===== config.mk =====
export PLATFORM = sky130hd
export DESIGN_NAME = addr_latch8
export DESIGN_NICKNAME = d
export VERILOG_FILES = /design/src/rtl/addr_latch_pkg.sv /design/src/rtl/alat_mode_decode.sv /design/src/rtl/alat_addr_decode.sv /design/src/rtl/alat_bit_cell.sv /design/src/rtl/addr_latch8.sv
export SDC_FILE = /design/constraint.sdc
export NUM_CORES = 1
export LEC_CHECK = 0
export BUFFER_PORTS_ARGS = -buffer_cell sky130_fd_sc_hd__buf_2
export CAP_MARGIN = 30
export CORE_AREA = 2 2 39 41
export CTS_BUF_LIST = sky130_fd_sc_hd__clkbuf_4 sky130_fd_sc_hd__clkbuf_8
export DETAILED_ROUTE_END_ITERATION = 8
export DIE_AREA = 0 0 41 43
export GPL_TIMING_DRIVEN = 0
export PLACE_DENSITY_LB_ADDON = 0.2
export SETUP_SLACK_MARGIN = 0.4
export SLEW_MARGIN = 20
export SYNTH_ARGS = -nofsm -noshare
export SYNTH_HDL_FRONTEND = slang
export SYNTH_SLANG_ARGS = --single-unit

===== constraint.sdc =====
create_clock -name clk -period 1.1 [get_ports clk]
set_clock_uncertainty 0.15 [all_clocks]
set_input_delay 0.11 -clock clk [delete_from_list [all_inputs] [get_ports clk]]
set_output_delay 0.11 -clock clk [all_outputs]
set_load 0.005 [all_outputs]

===== src/rtl/addr_latch_pkg.sv =====
// Package: shared mode type for the addressable latch.
// Assumes: the two active-low controls map onto four mutually exclusive modes.
package addr_latch_pkg;

    // Operating mode decoded from the clear and write-enable controls.
    typedef enum logic [1:0] {
        MODE_WRITE = 2'd0,
        MODE_HOLD  = 2'd1,
        MODE_DEMUX = 2'd2,
        MODE_CLEAR = 2'd3
    } alat_mode_e;

endpackage


===== src/rtl/alat_mode_decode.sv =====
// Module: alat_mode_decode
// Turns the active-low clear and write-enable inputs into one operating mode.
// Assumes: both inputs are already synchronous to the system clock.
module alat_mode_decode
    import addr_latch_pkg::*;
(
    input  logic       clr_n,
    input  logic       wr_en_n,
    output alat_mode_e mode
);

    // Purpose: choose one of four modes from the two control levels.
    always_comb begin
        unique case ({clr_n, wr_en_n})
            2'b10:   mode = MODE_WRITE;
            2'b11:   mode = MODE_HOLD;
            2'b00:   mode = MODE_DEMUX;
            default: mode = MODE_CLEAR;
        endcase
    end

endmodule


===== src/rtl/alat_addr_decode.sv =====
// Module: alat_addr_decode
// Binary-to-one-hot decoder that marks the storage bit chosen by the address.
// Assumes: NUM_BITS <= 2**ADDR_W, so an address at or past NUM_BITS selects nothing.
module alat_addr_decode #(
    parameter int NUM_BITS = 8,
    parameter int ADDR_W   = $clog2(NUM_BITS)
) (
    input  logic [ADDR_W-1:0]   addr,
    output logic [NUM_BITS-1:0] sel
);

    // Purpose: one equality comparator for each storage bit.
    for (genvar gi = 0; gi < NUM_BITS; gi++) begin : g_sel
        assign sel[gi] = (addr == ADDR_W'(gi));
    end

endmodule


===== src/rtl/alat_bit_cell.sv =====
// Module: alat_bit_cell
// One storage bit: works out its next value from the mode and its select line,
// and registers that value.
// Assumes: rst_n is a synchronous active-low reset that clears the bit.
module alat_bit_cell
    import addr_latch_pkg::*;
(
    input  logic       clk,
    input  logic       rst_n,
    input  alat_mode_e mode,
    input  logic       sel,
    input  logic       din,
    output logic       q
);

    logic q_next;

    // Purpose: next-state selection for one bit across the four modes.
    always_comb begin
        unique case (mode)
            MODE_WRITE: q_next = sel ? din : q;
            MODE_HOLD:  q_next = q;
            MODE_DEMUX: q_next = sel ? din : 1'b0;
            default:    q_next = 1'b0;
        endcase
    end

    // Purpose: storage flop with synchronous power-on clear.
    always_ff @(posedge clk) begin
        if (!rst_n) begin
            q <= 1'b0;
        end else begin
            q <= q_next;
        end
    end

endmodule


===== src/rtl/addr_latch8.sv =====
// Module: addr_latch8 (top)
// Addressable latch with a one-of-N demultiplex mode. The inputs are sampled on
// the rising edge and the outputs update at that same edge.
// Assumes: the address changes only while in hold mode.
module addr_latch8
    import addr_latch_pkg::*;
#(
    parameter int NUM_BITS = 8,
    parameter int ADDR_W   = $clog2(NUM_BITS)
) (
    input  logic                clk,
    input  logic                rst_n,
    input  logic                din,
    input  logic [ADDR_W-1:0]   addr,
    input  logic                wr_en_n,
    input  logic                clr_n,
    output logic [NUM_BITS-1:0] q
);

    alat_mode_e          mode;
    logic [NUM_BITS-1:0] sel;

    // Purpose: decode the control levels into the operating mode.
    alat_mode_decode u_mode (
        .clr_n   (clr_n),
        .wr_en_n (wr_en_n),
        .mode    (mode)
    );

    // Purpose: decode the address into one select line per bit.
    alat_addr_decode #(
        .NUM_BITS (NUM_BITS),
        .ADDR_W   (ADDR_W)
    ) u_addr (
        .addr (addr),
        .sel  (sel)
    );

    // Purpose: one registered storage cell per output bit.
    for (genvar gb = 0; gb < NUM_BITS; gb++) begin : g_bit
        alat_bit_cell u_cell (
            .clk   (clk),
            .rst_n (rst_n),
            .mode  (mode),
            .sel   (sel[gb]),
            .din   (din),
            .q     (q[gb])
        );
    end

endmodule


* Word-level counts from Yosys, hierarchy flattened
Cells that the tools add are included.
Cells by class: eq/ne operators 19, reductions and logical operators 11, bitwise logic cells 1, mux-type cells 25
Operators by type and width (count):
- 1-bit case mux with 3 select lines | 8
- 1-bit 2-to-1 mux | 16
- 2-bit by 1-bit != test with 1-bit output (second input constant) | 8
- 2-bit AND reduction | 8
- 3-bit == test (second input constant) | 4
- 2-bit == test (second input constant) | 3
- 3-bit by 2-bit == test with 1-bit output (second input constant) | 2
- 2-bit case mux with 3 select lines | 1
- 2-bit zero test | 2
- 3-bit by 1-bit == test with 1-bit output (second input constant) | 1
- 3-bit zero test | 1
- 2-bit by 1-bit == test with 1-bit output (second input constant) | 1
- 1-bit NOT | 1
Word-level totals: word-level logic and storage cells 64, output and inout port bits 8, register bits 8, bits of input ports 8

* Logic depth before layout (Yosys ltp)
depth in word-level cells 5, mapped depth 3, depth with buffers taken out 2

* By module
Synthesis repeated with hierarchy kept, for this count alone.
Unflattened totals: cells, all modules 50, area total of the unflattened synthesis 533.0 um^2
By module, submodules not included:
- alat_bit_cell | cells an instance 5, seq. area each 20.0 um^2, area an instance 57.6 um^2, times used 8
- alat_addr_decode | cells an instance 8, seq. area each 0.0 um^2, area an instance 65.1 um^2, times used 1
- alat_mode_decode | cells an instance 2, seq. area each 0.0 um^2, area an instance 7.5 um^2, times used 1

* Least setup slack after synthesis
No wires, ideal clock.
kind input -> register, start point input addr[1], end point register g_bit[1].u_cell.q, slack 0.234 ns, arrival time 0.644 ns, setup time 0.072 ns, buffers on the path 0, cell stages on the path 2, data required time 0.878 ns, path through nor4b_1 mux2i_1
Between the ends: longest elaborated chain between the ends 3, elaborated cells on any way between the ends 5, those cells by class eq/ne: 2; mux: 2; reduce/logical: 1
RTL lines:
- from (decl) | line addr_latch8.sv:14 | input logic [ADDR_W-1:0] addr,
- 3-bit by 1-bit == test with 1-bit output (*) | line alat_addr_decode.sv:14 | assign sel[gi] = (addr == ADDR_W'(gi));
- 1-bit 2-to-1 mux / 2-bit by 1-bit != test with 1-bit output (equally long branches)
- 1-bit case mux with 3 select lines / 2-bit AND reduction (equally long branches)
- to (signal assigned) | line alat_bit_cell.sv:33 | q <= q_next;
- to (decl) | line alat_bit_cell.sv:13 | output logic q
Every way passes the cells marked *; elsewhere a longest branch is shown, timed or not. A chain may end at the register's enable or synchronous reset.

* Final worst setup path
start point register g_bit[2].u_cell.q, end point output q[2]
RTL lines:
- from (decl) | line alat_bit_cell.sv:13
- from (signal assigned) | line alat_bit_cell.sv:33
- to (decl) | line addr_latch8.sv:17 | output logic [NUM_BITS-1:0] q
No word-level cell between the ends.

==> summary.md <==
| Metric | Value |
|---|---|
| CTS Buf Count | 3 |
| Placed wire-length estimate | 668 um |
| Sequential-to-total area share from yosys stat | 37.1% |
| Initial core utilization | 31.2% |
| Max Fanout on Critical Path | 2 |
| Worst-margin pin slew | 0.261 ns |
| Area Growth Syn to Fin | 74.2% |
| Yosys top cell by area | dfxtp_1 |
| Fin. Hold Viols | 0 |
| Overflow after GRT | 0 |
| Via count | 384 |
| WL final | 1040 um |
| CP required | 0.84 ns |
| Rows | 14 |
| Tcrit/Tclk final | 94.9% |
| Internal power | 0.472 mW |
| # setup viols final | 0 |
| First-pass iteration count of the detailed router | 3 |
| CP arrival | 0.78 ns |
| VDD IR max | 0.545 mV |
| Critical Path Start | g_bit[2].u_cell.q$_SDFFE_PN0P_ |
| CTS root buffer | clkbuf_4 |
| Placed cell area | 586 um2 |
| Setup TNS Final | 0 ns |
| Largest reg by FF count | g_bit.u_cell.q |
| Later-pin clock latency in the skew report | 0.25 ns |
| Hold slack | 0.0350 ns |
| Die Span X | 41 um |
| Core box area | 1380 um2 |
| Post-synthesis register bit count | 8 |
| Netlist cell types | 12 |
| Initial antenna violation count | 0 |
| Post-layout minimum cycle time | 1.04 ns |
| Total Routing Usage GR | 14.0% |
| Yosys Warn Count | 0 |
| Slew headroom | 82.6% |
| Sink Count | 8 |
| Largest net degree at the start of global routing | 10 |
| Routed vias/inst | 4.99 |
| Initial DRC count | 2 |
| Slew Limit Fails | 0 |
| Htree depth | 1 |
| Final Instance Area | 752 um2 |
| LEAKAGE | 0.304 nW |
| RSZ-0062 raised after global routing | yes |
| Largest regs | g_bit.u_cell.q: 8 flops |
| Synth Area per Inst | 10.0 um2 |
| Pwr Density | 845 nW/um2 |
| Total Die Area | 1760 um2 |
| Critical path class | reg2out |
| R2R Path Start | g_bit[4].u_cell.q$_SDFFE_PN0P_ |
| Hold Startpoint | din |
| Placer Congestion | 0.624 |
| Maximum buffer depth of the clock tree | 2 |
| Gate Count Post-Synth | 43 |
| IO Count | 16 |
| Mapped cell area | 432 um2 |
| Final #Nets | 71 |
| DR WL/cell | 13.5 um |
| Reg power frac | 46.9% |
| Crit start category | register |
| Vias in the first global route | 366 |
| Die Y | 43 um |
| Main area contributors after synthesis | dfxtp_1 (37%), mux2i_1 (19%), buf_4 (14%) |
| Critical path capture point type | primary output |
| Total power | 0.635 mW |
| N_diodes | 0 |
| CTS tree | built |
| Post-synth net total | 51 |
| Antenna viol nets, final | 0 |
| Clk slew on worst S/H paths | 0.06 ns |
| Clock power share | 35.8% |
| PortBufs | 13 |
| Status | finished clean |
| Sw Pwr | 0.163 mW |
| Highest Clock Rate | 958 MHz |
| Layout cells sized above 1 | 78.7% |
| Worst hold path class | in2reg |
| Area share of the leading cell type in the synthesized netlist | 37.1% |
| Switching share of power | 25.7% |
| First-pass GRT wire length | 1610 um |
| Max reg flops | 8 |
| DRC viols | 0 |
| Total of max-cap violations | 0 |
| Combinational power share | 17.3% |
| Fillers | 128 |
-- final cells by class --
type / count / area [um2] / area share [%]
multi-input cells: 25 / 295 / 39.3
plain buffers: 10 / 100 / 13.3
flip-flops and latches: 8 / 170 / 22.6
well taps: 16 / 20.0 / 2.66
clock buffers: 3 / 22.5 / 3.00
repair buffers: 15 / 144 / 19.1
-- logic make-up (layout without fill, tap and decap cells) --
kind of cell / count (synthesis) / count (layout) / synth area share [%]
flops: 8 / 8 / 37.1
buf+inv: 10 / 28 / 15.9
simple gates: 17 / 17 / 28.4
mux: 8 / 8 / 18.6
-- metal layers --
metal / vias to the layer above / share of wire, % / track usage (%) / wire [um]
met5: - / 0 / 0 / 0
met4: 0 / 1.1 / 10.0 / 11
met3: 2 / 6.2 / 3.14 / 65
met2: 12 / 46 / 19.7 / 477
met1: 181 / 47 / 17.7 / 488
li1: 189 / - / - / -
-- path summary, 6_finish.rpt --
| path | depth (start not counted) | slack (ns) | end |
|---|---|---|---|
| max | 2 | 0.06 | q[2] |
| min | 3 | 0.03 | g_bit[1].u_cell.q$_SDFFE_PN0P_ |
| max reg2reg | 4 | 0.17 | g_bit[4].u_cell.q$_SDFFE_PN0P_ |
| min reg2reg | 2 | 0.31 | g_bit[1].u_cell.q$_SDFFE_PN0P_ |
-- power groups by stage --
stage	combinational [mW]	sequential, mW	clock [mW]
2_1_floorplan	0.0460	0.302	0
3_3_place_gp	0.0892	0.302	0
3_5_place_dp	0.0912	0.303	0
4_1_cts	0.106	0.297	0.243
5_1_grt	0.117	0.298	0.250
6_report	0.110	0.298	0.228
-- metrics by stage --
step	utilization (%)	setup WS, ns	cells
2_1_floorplan	-	0.328	43
3_3_place_gp	42.3	0.0887	72
3_5_place_dp	42.3	0.0685	72
4_1_cts	52.1	0.0493	76
5_1_grt	54.3	0.0261	77
6_report	54.3	0.0558	77
-- cell usage in the layout, fill, tap and decap left out, drive strengths merged --
master and n:
nand3 8, nor4 1, dfxtp 8, nand2 1, and4bb 3, buf 24
mux2i 8, nand4b 1, clkbuf 4, nor4b 3
-- critical path, cell delays in order (launching register included) --
cell     delay (ns)
dfxtp_2        0.33
buf_6          0.11
buf_6          0.10
-- Yosys cell counts (all sizes together) --
cell type	n
nand3	8
nor4b	3
clkbuf	1
mux2i	8
and4bb	3
nor4	1
dfxtp	8
nand2	1
buf	9
nand4b	1
-- timing repair --
action                                  4_1_cts  5_1_grt
buffers inserted                              1        1
endpoints found under the setup margin       16       16
pin swaps                                     1        0
hold buffers                                  0        0
gates resized for setup                      29        5
Power figures use the tool's default switching activity.
